$ cat src/rtl/boot_rsp_pkg.sv
package boot_rsp_pkg;

    typedef struct packed {
        logic [7:0]  ep;
        logic [7:0]  tag;
        logic [7:0]  op;
        logic [7:0]  prm;
        logic [31:0] data;
    } boot_msg_t;

    typedef enum logic [1:0] {
        ST_READY,
        ST_FILL,
        ST_HALT,
        ST_DONE
    } boot_state_t;

    typedef enum logic [2:0] {
        CMD_PING,
        CMD_GEN,
        CMD_READ,
        CMD_BOOT,
        CMD_BAD,
        CMD_FOREIGN
    } boot_cmd_t;

    localparam logic [7:0] OP_PING_A = 8'd1;
    localparam logic [7:0] OP_PING_B = 8'd2;
    localparam logic [7:0] OP_GEN    = 8'd3;
    localparam logic [7:0] OP_READ   = 8'd4;
    localparam logic [7:0] OP_BOOT   = 8'd5;

    localparam logic [7:0] PRM_OK    = 8'd0;
    localparam logic [7:0] PRM_ERR   = 8'd1;

endpackage

$ cat src/rtl/boot_cmd_decode.sv
module boot_cmd_decode
    import boot_rsp_pkg::*;
#(
    parameter int unsigned NONCE_WORDS = 6,
    parameter logic [7:0]  BOOT_EP     = 8'hFF
) (
    input  logic [7:0] ep,
    input  logic [7:0] op,
    input  logic [7:0] prm,
    output boot_cmd_t  cmd,
    output logic       idx_ok
);

    always_comb begin
        if (ep != BOOT_EP) begin
            cmd = CMD_FOREIGN;
        end else begin
            unique case (op)
                OP_PING_A, OP_PING_B: cmd = CMD_PING;
                OP_GEN:               cmd = CMD_GEN;
                OP_READ:              cmd = CMD_READ;
                OP_BOOT:              cmd = CMD_BOOT;
                default:              cmd = CMD_BAD;
            endcase
        end
        idx_ok = (32'(prm) < NONCE_WORDS);
    end

endmodule

$ cat src/rtl/boot_nonce_store.sv
module boot_nonce_store #(
    parameter int unsigned NONCE_WORDS = 6,
    parameter int unsigned WORD_W      = 32,
    localparam int unsigned IDX_W      = (NONCE_WORDS > 1) ? $clog2(NONCE_WORDS) : 1,
    localparam int unsigned FLAT_W     = NONCE_WORDS * WORD_W
) (
    input  logic              clk,
    input  logic              rst_n,
    input  logic              wr_en,
    input  logic [IDX_W-1:0]  wr_idx,
    input  logic [WORD_W-1:0] wr_data,
    input  logic [IDX_W-1:0]  rd_idx,
    output logic [WORD_W-1:0] rd_data
);

    logic [FLAT_W-1:0] flat;

    for (genvar g = 0; g < NONCE_WORDS; g++) begin : g_word
        logic [WORD_W-1:0] word_d;
        logic [WORD_W-1:0] word_q;

        always_comb begin
            word_d = word_q;
            if (wr_en && (wr_idx == IDX_W'(g))) begin
                word_d = wr_data;
            end
        end

        always_ff @(posedge clk or negedge rst_n) begin
            if (!rst_n) begin
                word_q <= '0;
            end else begin
                word_q <= word_d;
            end
        end

        assign flat[g*WORD_W +: WORD_W] = word_q;
    end

    always_comb begin
        rd_data = '0;
        if (32'(rd_idx) < NONCE_WORDS) begin
            rd_data = flat[32'(rd_idx)*WORD_W +: WORD_W];
        end
    end

endmodule

$ cat src/rtl/boot_cmd_responder.sv
module boot_cmd_responder
    import boot_rsp_pkg::*;
#(
    parameter int unsigned NONCE_WORDS = 6,
    parameter logic [7:0]  BOOT_EP     = 8'hFF
) (
    input  logic        clk,
    input  logic        rst_n,
    input  logic        req_valid,
    input  logic [63:0] req_msg,
    input  logic        rnd_valid,
    input  logic [31:0] rnd_word,
    input  logic        boot_locked,
    output logic        rsp_valid,
    output logic [63:0] rsp_msg,
    output logic        stage_done,
    output logic        halted
);

    localparam int unsigned WORD_W = 32;
    localparam int unsigned IDX_W  = (NONCE_WORDS > 1) ? $clog2(NONCE_WORDS) : 1;
    localparam logic [IDX_W-1:0] LAST_IDX = IDX_W'(NONCE_WORDS - 1);

    typedef struct packed {
        boot_state_t      st;
        logic [IDX_W-1:0] cnt;
        logic [7:0]       h_ep;
        logic [7:0]       h_tag;
        logic [7:0]       h_op;
        logic             rsp_v;
        boot_msg_t        rsp;
    } regs_t;

    regs_t r_q, r_d;

    boot_msg_t         req;
    boot_cmd_t         cmd;
    logic              idx_ok;
    logic              wr_en;
    logic [WORD_W-1:0] rd_data;
    logic              unused_req_data;

    assign req             = boot_msg_t'(req_msg);
    assign unused_req_data = ^req.data;

    boot_cmd_decode #(
        .NONCE_WORDS (NONCE_WORDS),
        .BOOT_EP     (BOOT_EP)
    ) u_decode (
        .ep     (req.ep),
        .op     (req.op),
        .prm    (req.prm),
        .cmd    (cmd),
        .idx_ok (idx_ok)
    );

    boot_nonce_store #(
        .NONCE_WORDS (NONCE_WORDS),
        .WORD_W      (WORD_W)
    ) u_nonce (
        .clk     (clk),
        .rst_n   (rst_n),
        .wr_en   (wr_en),
        .wr_idx  (r_q.cnt),
        .wr_data (rnd_word),
        .rd_idx  (req.prm[IDX_W-1:0]),
        .rd_data (rd_data)
    );

    function automatic boot_msg_t make_reply(input logic [7:0] ep,
                                             input logic [7:0] tag,
                                             input logic [7:0] op,
                                             input logic [7:0] prm,
                                             input logic [31:0] data);
        boot_msg_t m;
        m.ep   = ep;
        m.tag  = tag;
        m.op   = op;
        m.prm  = prm;
        m.data = data;
        return m;
    endfunction

    always_comb begin
        r_d       = r_q;
        r_d.rsp_v = 1'b0;
        r_d.rsp   = '0;
        wr_en     = 1'b0;

        unique case (r_q.st)
            ST_READY: begin
                if (req_valid) begin
                    unique case (cmd)
                        CMD_PING: begin
                            r_d.rsp_v = 1'b1;
                            r_d.rsp   = make_reply(req.ep, req.tag, req.op, PRM_OK, '0);
                        end
                        CMD_GEN: begin
                            r_d.st    = ST_FILL;
                            r_d.cnt   = '0;
                            r_d.h_ep  = req.ep;
                            r_d.h_tag = req.tag;
                            r_d.h_op  = req.op;
                        end
                        CMD_READ: begin
                            r_d.rsp_v = 1'b1;
                            if (idx_ok) begin
                                r_d.rsp = make_reply(req.ep, req.tag, req.op, PRM_OK, rd_data);
                            end else begin
                                r_d.rsp = make_reply(req.ep, req.tag, req.op, PRM_ERR, '0);
                            end
                        end
                        CMD_BOOT: begin
                            if (boot_locked) begin
                                r_d.st    = ST_DONE;
                                r_d.rsp_v = 1'b1;
                                r_d.rsp   = make_reply(req.ep, req.tag, req.op, PRM_OK, '0);
                            end else begin
                                r_d.st = ST_HALT;
                            end
                        end
                        default: begin
                            r_d.rsp_v = 1'b1;
                            r_d.rsp   = make_reply(req.ep, req.tag, req.op, PRM_ERR, '0);
                        end
                    endcase
                end
            end

            ST_FILL: begin
                if (rnd_valid) begin
                    wr_en = 1'b1;
                    if (r_q.cnt == LAST_IDX) begin
                        r_d.st    = ST_READY;
                        r_d.cnt   = '0;
                        r_d.rsp_v = 1'b1;
                        r_d.rsp   = make_reply(r_q.h_ep, r_q.h_tag, r_q.h_op, PRM_OK, '0);
                    end else begin
                        r_d.cnt = r_q.cnt + 1'b1;
                    end
                end
            end

            ST_DONE: begin
                if (req_valid && (cmd == CMD_FOREIGN)) begin
                    r_d.rsp_v = 1'b1;
                    r_d.rsp   = make_reply(req.ep, req.tag, req.op, PRM_ERR, '0);
                end
            end

            default: begin
                // halt state: answers nothing and never leaves
            end
        endcase
    end

    always_ff @(posedge clk or negedge rst_n) begin
        if (!rst_n) begin
            r_q    <= '0;
            r_q.st <= ST_READY;
        end else begin
            r_q <= r_d;
        end
    end

    assign rsp_valid  = r_q.rsp_v;
    assign rsp_msg    = r_q.rsp;
    assign stage_done = (r_q.st == ST_DONE);
    assign halted     = (r_q.st == ST_HALT);

endmodule

$ cat config.mk
export PLATFORM = sky130hd
export DESIGN_NAME = boot_cmd_responder
export DESIGN_NICKNAME = d
export VERILOG_FILES = /design/src/rtl/boot_rsp_pkg.sv /design/src/rtl/boot_cmd_decode.sv /design/src/rtl/boot_nonce_store.sv /design/src/rtl/boot_cmd_responder.sv
export SDC_FILE = /design/constraint.sdc
export NUM_CORES = 1
export LEC_CHECK = 0
export CELL_PAD_IN_SITES_DETAIL_PLACEMENT = 2
export CELL_PAD_IN_SITES_GLOBAL_PLACEMENT = 2
export CORE_MARGIN = 5
export CORE_UTILIZATION = 30
export CTS_CLUSTER_SIZE = 30
export DETAILED_ROUTE_END_ITERATION = 10
export PLACE_DENSITY_LB_ADDON = 0.2
export SETUP_SLACK_MARGIN = 0.02
export SLEW_MARGIN = 20
export SYNTH_ARGS = -nofsm -noshare
export SYNTH_HDL_FRONTEND = slang
export SYNTH_SLANG_ARGS = --single-unit
export TNS_END_PERCENT = 10
$ cat constraint.sdc
create_clock -name clk -period 2.4 [get_ports clk]
set_input_delay 0.24 -clock clk [delete_from_list [all_inputs] [get_ports clk]]
set_output_delay 0.24 -clock clk [all_outputs]
set_load 0.005 [all_outputs]
# Yosys cells after proc, flatten, opt, wreduce, memory -nomap -nowiden
# Index checks and enable logic that the tools add are counted.
totals:
  wordCells: 79
  regBits: 286
  output_inout_bits: 67
  input_bits: 101
classes:
  shifts: 1
  add_sub_neg: 1
  n_eq_ne: 23
  n_lt_le_gt_ge: 2
  reduce_logical: 15
  n_mux: 20
ops:
  columns: ["op", "n"]
  rows:
  - ["2-to-1 mux 65 bit", 4]
  - ["case mux 65 bit (4 select lines)", 1]
  - ["case mux 65 bit (3 select lines)", 1]
  - ["indexed part select 192 x 9 -> 32 bit", 1]
  - ["2-to-1 mux 94 bit", 1]
  - ["2-to-1 mux 33 bit", 1]
  - ["2-to-1 mux 32 bit", 1]
  - ["2-to-1 mux 27 bit", 1]
  - ["equality test 8 x 2 -> 1 bit (second input constant)", 2]
  - ["equality test 8 x 3 -> 1 bit (second input constant)", 2]
  - ["equality test 3 x 2 -> 1 bit (second input constant)", 4]
  - ["case mux 3 bit (4 select lines)", 1]
  - ["case mux 5 bit (2 select lines)", 1]
  - ["equality test 3 bit (second input constant)", 3]
  - ["equality test 8 x 1 -> 1 bit (second input constant)", 1]
  - ["less-than comparator 8 x 3 -> 1 bit (second input constant)", 1]
  - ["inequality test 8 bit (second input constant)", 1]
  - ["logical AND 1 bit", 7]
  - ["equality test 3 x 1 -> 1 bit (second input constant)", 2]
  - ["logical NOT 3 bit", 2]
  - ["2-to-1 mux 3 bit", 2]
  - ["inequality test 2 bit (second input constant)", 3]
  - ["2-to-1 mux 5 bit", 1]
  - ["AND reduction 5 bit", 1]
  - ["14 further kinds", 17]

# Depth between registers and ports, before layout
# Gate-level depths: netlist (run 1).
logic_depth:
  word_depth: 8
  ltp_mapped: 8
  mapped_depth_nobuf: 5

# By module
# Synthesis (run 1) repeated with hierarchy kept, for this count alone.
hier_totals:
  cells_unflattened: 891
  area_unflattened_um2: 12642.1
by_module_without_submodules:
  columns: ["mod", "seq_area_each_um2", "n_inst", "cells_per_inst", "area_per_inst_um2"]
  rows:
  - ["boot_nonce_store", 4804.6, 1, 595, 8864.8]
  - ["boot_cmd_responder", 2177.1, 1, 282, 3676.0]
  - ["boot_cmd_decode", 0.0, 1, 14, 101.3]

# Worst setup path after synthesis (run 1)
# OpenSTA, ideal clock, no wires.
synth_path:
  kind: "register -> register"
  from: "register r_q[92] (netlist name)"
  to: "register r_q[77] (netlist name)"
  n_path_buf: 2
  t_required_ps: 2275
  path_slack_ps: 544
  arrival_time_ps: 1731
  period_less_slack_ps: 1856
  stages_incl_launch_ff: 7
  setup_ps: 125
  path_cell_list: "dfrtp_1 -> buf_2 -> or3b_2 -> nor2_1 -> nand2_4 -> buf_6 -> mux2_4"
synth_via:
  elab_chain_cells: 2
synth_lines:
  columns: ["item", "line", "text"]
  rows:
  - ["from (decl)", "boot_cmd_responder.sv:34", "regs_t r_q, r_d;"]
  - ["from (signal assigned)", "boot_cmd_responder.sv:162", "r_q <= r_d;"]
  - ["logical NOT 2 bit", "boot_cmd_responder.sv:90", "unique case (r_q.st)"]
  - ["AND reduction 3 bit (no line)", null, null]
# No other way between the ends.
# A chain may end at the register's enable or synchronous reset.

# Worst setup path after layout (run 1)
layout_path:
  from: "register r_q[92] (netlist name)"
  to: "output stage_done"
layout_via:
  elab_chain_cells: 1
layout_lines:
  columns: ["item", "line", "text"]
  rows:
  - ["equality test 2 bit", "boot_cmd_responder.sv:168", "assign stage_done = (r_q.st == ST_DONE);"]
  - ["to (decl)", "boot_cmd_responder.sv:16", "output logic stage_done,"]
# No other way between the ends.

==> reports/metrics.yaml, run 1 <==
status:
  status: "complete, no violations"
cts:
  cts_tree: "built"
  cts_buffer_depth: 3
  insertion_delay_ns: 0.53
  post_cts_resized: 0
  clk_pin_slew_ns: 0.06
  cts_made_buffers: 34
  postCtsSetupBuffers: 0
  clock_sinks: 279
  cts_root_buffer: "clkbuf_16"
  htreeDepth: 2
  ctsHoldBuffers: 1
synth:
  yosysMostFrequentCell: "dfrtp_1"
  synth_top_cells_by_count: "279 x dfrtp_1, 192 x mux2_2, 64 x buf_4, 36 x nor2_1, 33 x mux2i_1"
  syn_inst: 830
  synthArstFlopShare: 1.00
  netlist.area_leader.share: 0.567
  netlist_top_cells_area: "dfrtp_1 57%, mux2_2 18%, mux4_2 5.9%, buf_4 3.9%, a211oi_2 3.0%"
  synth_seq_cells: 279
  netlist_area_sq_um: 12300
  synth_cell_types: 49
  yosysSeqAreaShare: 0.567
  synth-main-ff-cell: "dfrtp_1"
  synth_top_area_cell: "dfrtp_1"
  syn_avg_cell_area_sq_um: 14.8
  synth_edf_count: 0
  yosys_warnings: 0
cells_and_area:
  layout-drive-gt1-share: 0.381
  nNetsFinal: 1018
  finish.utilization: 0.371
  area_growth_pct: 22.7
critical_path:
  crit_type: "flip-flop to output port"
  cp-start-kind: "flip-flop"
  critPathMaxFanout: 10
  end_kind: "output port"
  crit_arrival_ns: 1.81
  required_ns: 2.16
pwr:
  pwr-share-comb: 0.215
  powerDensity_nw_per_um2: 1030
  switching_power_uw: 4070
  static-leakage-power_uw: 0.00665
  internal_power_uw: 11500
  p_sw_frac: 0.261
  vdd.ir_drop.worst_uv: 363
  pwr-share-seq: 0.463
  pwr-share-clk: 0.321
sta:
  tns_ns: 0
  worst_pin_slew_ns: 1.00
  hold_viol: 0
  final_max_slew_viol_count: 0
  fin_skew_ns: 0.0189
  rsz0062_at_grt: "false"
  slew_headroom: 0.330
  fmax_ghz: 0.487
  setup_viol: 0
  period_share: 0.856
  min_period_ns: 2.05
place:
  numPortBuffers: 128
  dp.final_hpwl_microns: 18900
  place_congestion: 0.684
routing:
  drt-total-wl_microns: 31000
  drtIter0Drc: 230
  drtAntennaViolNets: 0
  drc: 0
  routed_via_density: 4.79
  wl_per_cell_microns: 21.0
  route.vias.total: 7062
  firstDrtPassIters: 4
grt:
  antenna_found_initial: 1
  grt_usage: 0.141
  grt_pass1_vias: 8174
  gr-total-overflow: 0
  grt_max_degree: 71
  grt_first_pass_wirelength_microns: 49400
die:
  fp.dieW_microns: 213
  initial_utilization: 0.302
  core_sq_um: 40700
  die_h_microns: 213
  boundaryPins: 168
  row_count: 74
  dieArea_sq_um: 45200
hold_path:
  min_path_type: "primary input to flip-flop"
flow_run:
  maxCapViolCount: 0
per-stage QoR:
step                      instances  hold WS [ns]  total power (uW)  setup WS [ns]  area (sq um)
after global placement         1411         0.274             10500         0.0201         14000
after global routing           1473         0.317             16600          0.220         15100
after detailed placement       1411         0.271             10700       -0.00690         14000
after CTS                      1472         0.291             15900          0.302         15100
after floorplan                 836       -0.0556              9640          0.544         12300
final                          1473         0.302             15600          0.346         15100
kinds of logic (layout without fill, tap and decap cells):
family | Yosys count | count (layout) | synth area share
AOI/OAI and AO/OA | 77 | 77 | 0.0605
buffers and inverters | 118 | 222 | 0.0608
and+or+nand+nor | 88 | 88 | 0.0400
muxes | 265 | 265 | 0.270
adders and majority gates | 1 | 1 | 0.00102
other | 1 | 8 | 0.000305
DFF | 279 | 279 | 0.567
xor gates and xnor gates | 1 | 1 | 0.000712
per-layer routing:
metal	vias to the layer above	global-route usage	wire length [microns]
met4	0	0.0375	590
met3	46	0.0270	1060
li1	3118	-	-
met2	96	0.230	15100
met1	3802	0.192	14200
met5	-	0	0
layout make-up:
type                       instances  area [sq um]
timing repair buffer             160          1730
clock buffer                      48           995
tap                              532           666
antenna                            1          2.50
multi-input combinational        439          4620
fill                            4076         25600
sequential                       279          6980
clock inverter                    12           108
inverter                           2          7.51
placed cells by master (no fill, tap or decap), types with 4 or more instances in the layout:
| master | count |
|---|---|
| nand2_1 | 6 |
| clkbuf_16 | 35 |
| mux2_1 | 4 |
| clkbuf_8 | 7 |
| a22o_1 | 24 |
| a211oi_1 | 4 |
| nor2_1 | 36 |
| clkbuf_1 | 6 |
| nand2b_1 | 14 |
| mux2_4 | 4 |
| nor2b_1 | 4 |
| conb_1 | 7 |
| clkinv_2 | 9 |
| and2_1 | 8 |
| a21oi_1 | 6 |
| dfrtp_1 | 279 |
| mux2i_1 | 33 |
| buf_12 | 17 |
| mux2_2 | 192 |
| clkdlybuf4s50_1 | 124 |
| mux4_2 | 32 |
| a211oi_2 | 30 |
| buf_4 | 15 |
worst max-delay path: stages (launching register included):
cell and delay [ns]:
dfrtp_1 0.52, and2_1 0.23, clkdlybuf4s50_1 0.55
path summary, 6_finish.rpt:
path	start	to	slack [ns]	depth (start not counted)
setup / recovery	r_q[92]	stage_done	0.35	2
hold / removal	req_msg[32]	rsp_msg[4]	0.30	3
setup reg to reg	r_q[92]	u_nonce.g_word[4].word_q[16]	0.36	5
hold reg to reg	r_q[81]	r_q[81]	0.47	1
max in group asynchronous	rst_n	rsp_msg[48]	1.40	3
min in group asynchronous	rst_n	u_nonce.g_word[5].word_q[3]	0.31	2
power by group through the flow:
stage	clock network [uW]	registers, uW	logic (uW)
after global placement	0	7220	3310
after floorplan	0	6960	2680
final	5020	7230	3360
after detailed placement	0	7310	3430
after global routing	5450	7420	3730
after CTS	5220	7240	3450
flip-flops by register name, summed over array words and instances (netlist names):
signal                 flops
rsp_valid                  1
r_q                       29
rsp_msg                   57
u_nonce.g_word.word_q    192
(Power assumes the default switching activity.)
==> inputs of run 2 (changes only) <==
ABC_AREA = 1   (was unset)
==> reports/metrics.yaml, run 2 <==
synth:
  synth_top_area_cell: "dfrtp_1"
  netlist_top_cells_area: "dfrtp_1 54%, nand2_1 14%, o21ai_0 11%, inv_1 5.8%, buf_4 3.8%"
  yosysMostFrequentCell: "nand2_1"
  syn_avg_cell_area_sq_um: 8.18  # -45%
  netlist.area_leader.share: 0.543  # -0.0240
  syn_inst: 1571  # +89%
  synth_top_cells_by_count: "467 x nand2_1, 279 x dfrtp_1, 275 x o21ai_0, 198 x inv_1, 84 x nor2_1"
  synthArstFlopShare: 1.00  # unchanged
  synth_cell_types: 28  # -43%
  netlist_area_sq_um: 12900  # +4.4%
  yosys_warnings: 0  # unchanged
  synth_seq_cells: 279  # unchanged
  synth-main-ff-cell: "dfrtp_1"
  yosysSeqAreaShare: 0.543  # -0.0240
  synth_edf_count: 0  # unchanged
place:
  numPortBuffers: 128  # unchanged
  place_congestion: 0.703  # +2.8%
  dp.final_hpwl_microns: 25000  # +32%
  place_area_sq_um: 14500  # +3.5%
critical_path:
  cp-start-kind: "flip-flop"
  r2r-start: "r_q[92]"
  end_kind: "output port"
  cp_slowest_stage_delay_ns: 0.61  # +0.06 ns
  slowest_stage: "clkdlybuf4s50_1"
  critPathMaxFanout: 4  # -6
  r2r_cells: 8  # +3
  r2r_end: "rsp_msg[47]"
  r2r_slack_ns: 0.63  # +0.27 ns
  required_ns: 2.16  # about the same
  crit_type: "flip-flop to output port"
  crit_arrival_ns: 1.92  # +0.11 ns
  cp_cell_sequence: "inv_1 -> nor2_1 -> clkdlybuf4s50_1"
pwr:
  power_uw: 10400  # -34%
  static-leakage-power_uw: 0.00736  # +11%
  vdd.ir_drop.worst_uv: 397  # +9.3%
  powerDensity_nw_per_um2: 665  # -36%
die:
  dieArea_sq_um: 47100  # +4.2%
  initial_utilization: 0.305  # +0.00288
  core_sq_um: 42100  # +3.4%
  boundaryPins: 168  # unchanged
  fp.dieW_microns: 217  # +2.1%
  die_h_microns: 217  # +2.1%
  row_count: 75  # +1.4%
flow_run:
  maxCapViolCount: 0  # unchanged
routing:
  drtIter0Drc: 356  # +55%
  wl_per_cell_microns: 17.6  # -16%
  route.vias.total: 10400  # +48%
  drtAntennaViolNets: 0  # unchanged
  drt-total-wl_microns: 38800  # +25%
  drc: 0  # unchanged
  firstDrtPassIters: 4  # unchanged
  routed_via_density: 4.75  # -1.0%
cells_and_area:
  top_register: "u_nonce.g_word.word_q"
  final_area_sq_um: 15600  # +3.1%
  final_cell_mix: "466 x nand2_1, 279 x dfrtp_1, 275 x o21ai_0"
  area_growth_pct: 21.2
  nNetsFinal: 1739  # +71%
  final_common_cell: "nand2_1"
  largest_register_ffs: 192  # unchanged
  finish.utilization: 0.370  # -0.00112
  layout-drive-gt1-share: 0.0646  # -0.316
sta:
  fin_skew_ns: 0.0124  # -0.00650 ns
  slew_headroom: 0.665  # +0.335
  period_share: 0.898  # +0.0420
  final_max_slew_viol_count: 0  # unchanged
  rsz0062_at_grt: "false"
  min_period_ns: 2.16  # +0.101 ns
  tns_ns: 0  # unchanged
  worst_pin_slew_ns: 0.503  # -0.502 ns
  fin_hold_ws_ns: 0.223  # -0.0792 ns
  setup_viol: 0  # unchanged
  fmax_ghz: 0.464  # -4.7%
  hold_viol: 0  # unchanged
status:
  status: "complete, no violations"
grt:
  antenna_found_initial: 4  # +3
  grt_pass1_vias: 11800  # +44%
  grt_max_degree: 65  # -8.5%
  grt_first_pass_wirelength_microns: 63800  # +29%
  gr-total-overflow: 0  # unchanged
  grt_usage: 0.168  # +0.0271
hold_path:
  min_path_type: "primary input to async pin"
cts:
  cts_root_buffer: "clkbuf_16"
  cts_made_buffers: 35  # +2.9%
  insertion_delay_ns: 0.54  # about the same
  postCtsSetupBuffers: 0  # unchanged
  clock_sinks: 279  # unchanged
  clk_pin_slew_ns: 0.06  # about the same
  post_cts_resized: 0  # unchanged
  htreeDepth: 2  # unchanged
  cts_tree: "built"
  cts_buffer_depth: 3  # unchanged
-- run 2: worst max-delay path by stage --
stage	end	depth (start not counted)	slack, ns	start
after detailed placement	rsp_msg[19]	8	0.32	req_msg[57]
after global routing	halted	3	0.17	r_q[93]
after CTS	halted	3	0.18	r_q[93]
after floorplan	r_q[77]	8	0.89	r_q[92]
final	halted	3	0.24	r_q[93]
after global placement	rsp_msg[16]	8	0.40	req_msg[58]
-- run 2: layer usage --
layer | GRT usage | vias up | part of all wire
met3 | 0.0406 | 45 | 0.042
met5 | 0 | - | 0.00095
met2 | 0.300 | 106 | 0.51
li1 | - | 4958 | -
met1 | 0.207 | 5315 | 0.43
met4 | 0.0320 | 6 | 0.014
-- run 2: timing repair --
action,4_1_cts,5_1_grt
hold endpoints to repair,46,0
setup endpoints to repair,0,0
hold buffers,1,0
-- run 2: kinds of logic after synthesis --
kind of cell	count (synthesis)	synth area share
other cells	1	0.000292
buf+inv	350	0.125
compound gates	324	0.132
simple gates	616	0.198
flops	279	0.543
fa+ha+maj	1	0.000973
-- run 2: layout make-up --
type	count	area, sq um
Clock inverter	2	13.8
Tap cell	539	674
Multi-Input combinational cell	948	4310
Antenna cell	2	5.00
Fill cell	4653	26600
Timing Repair Buffer	172	1770
Inverter	201	757
Sequential cell	279	6980
Clock buffer	55	1070
-- run 2: through the flow --
stage / std cells / worst slack, ns
floorplan: 1577 / 0.885
global placement: 2138 / 0.401
detailed placement: 2138 / 0.317
CTS: 2196 / 0.185
global route: 2196 / 0.172
finish: 2198 / 0.245
-- run 2: critical path: cells and delay by family (launching register included) --
kind	cells	cell delay, ns
and+or+nand+nor	1	0.22
DFF	1	0.44
buffers and inverters	2	0.72
-- run 2: report_power, final --
part / switching (uW) / leakage (uW) / internal [uW] / total, uW
logic: 353 / 0.00349 / 210 / 563
clock network: 2040 / 0.000534 / 3050 / 5090
registers: 0 / 0.00334 / 4710 / 4710
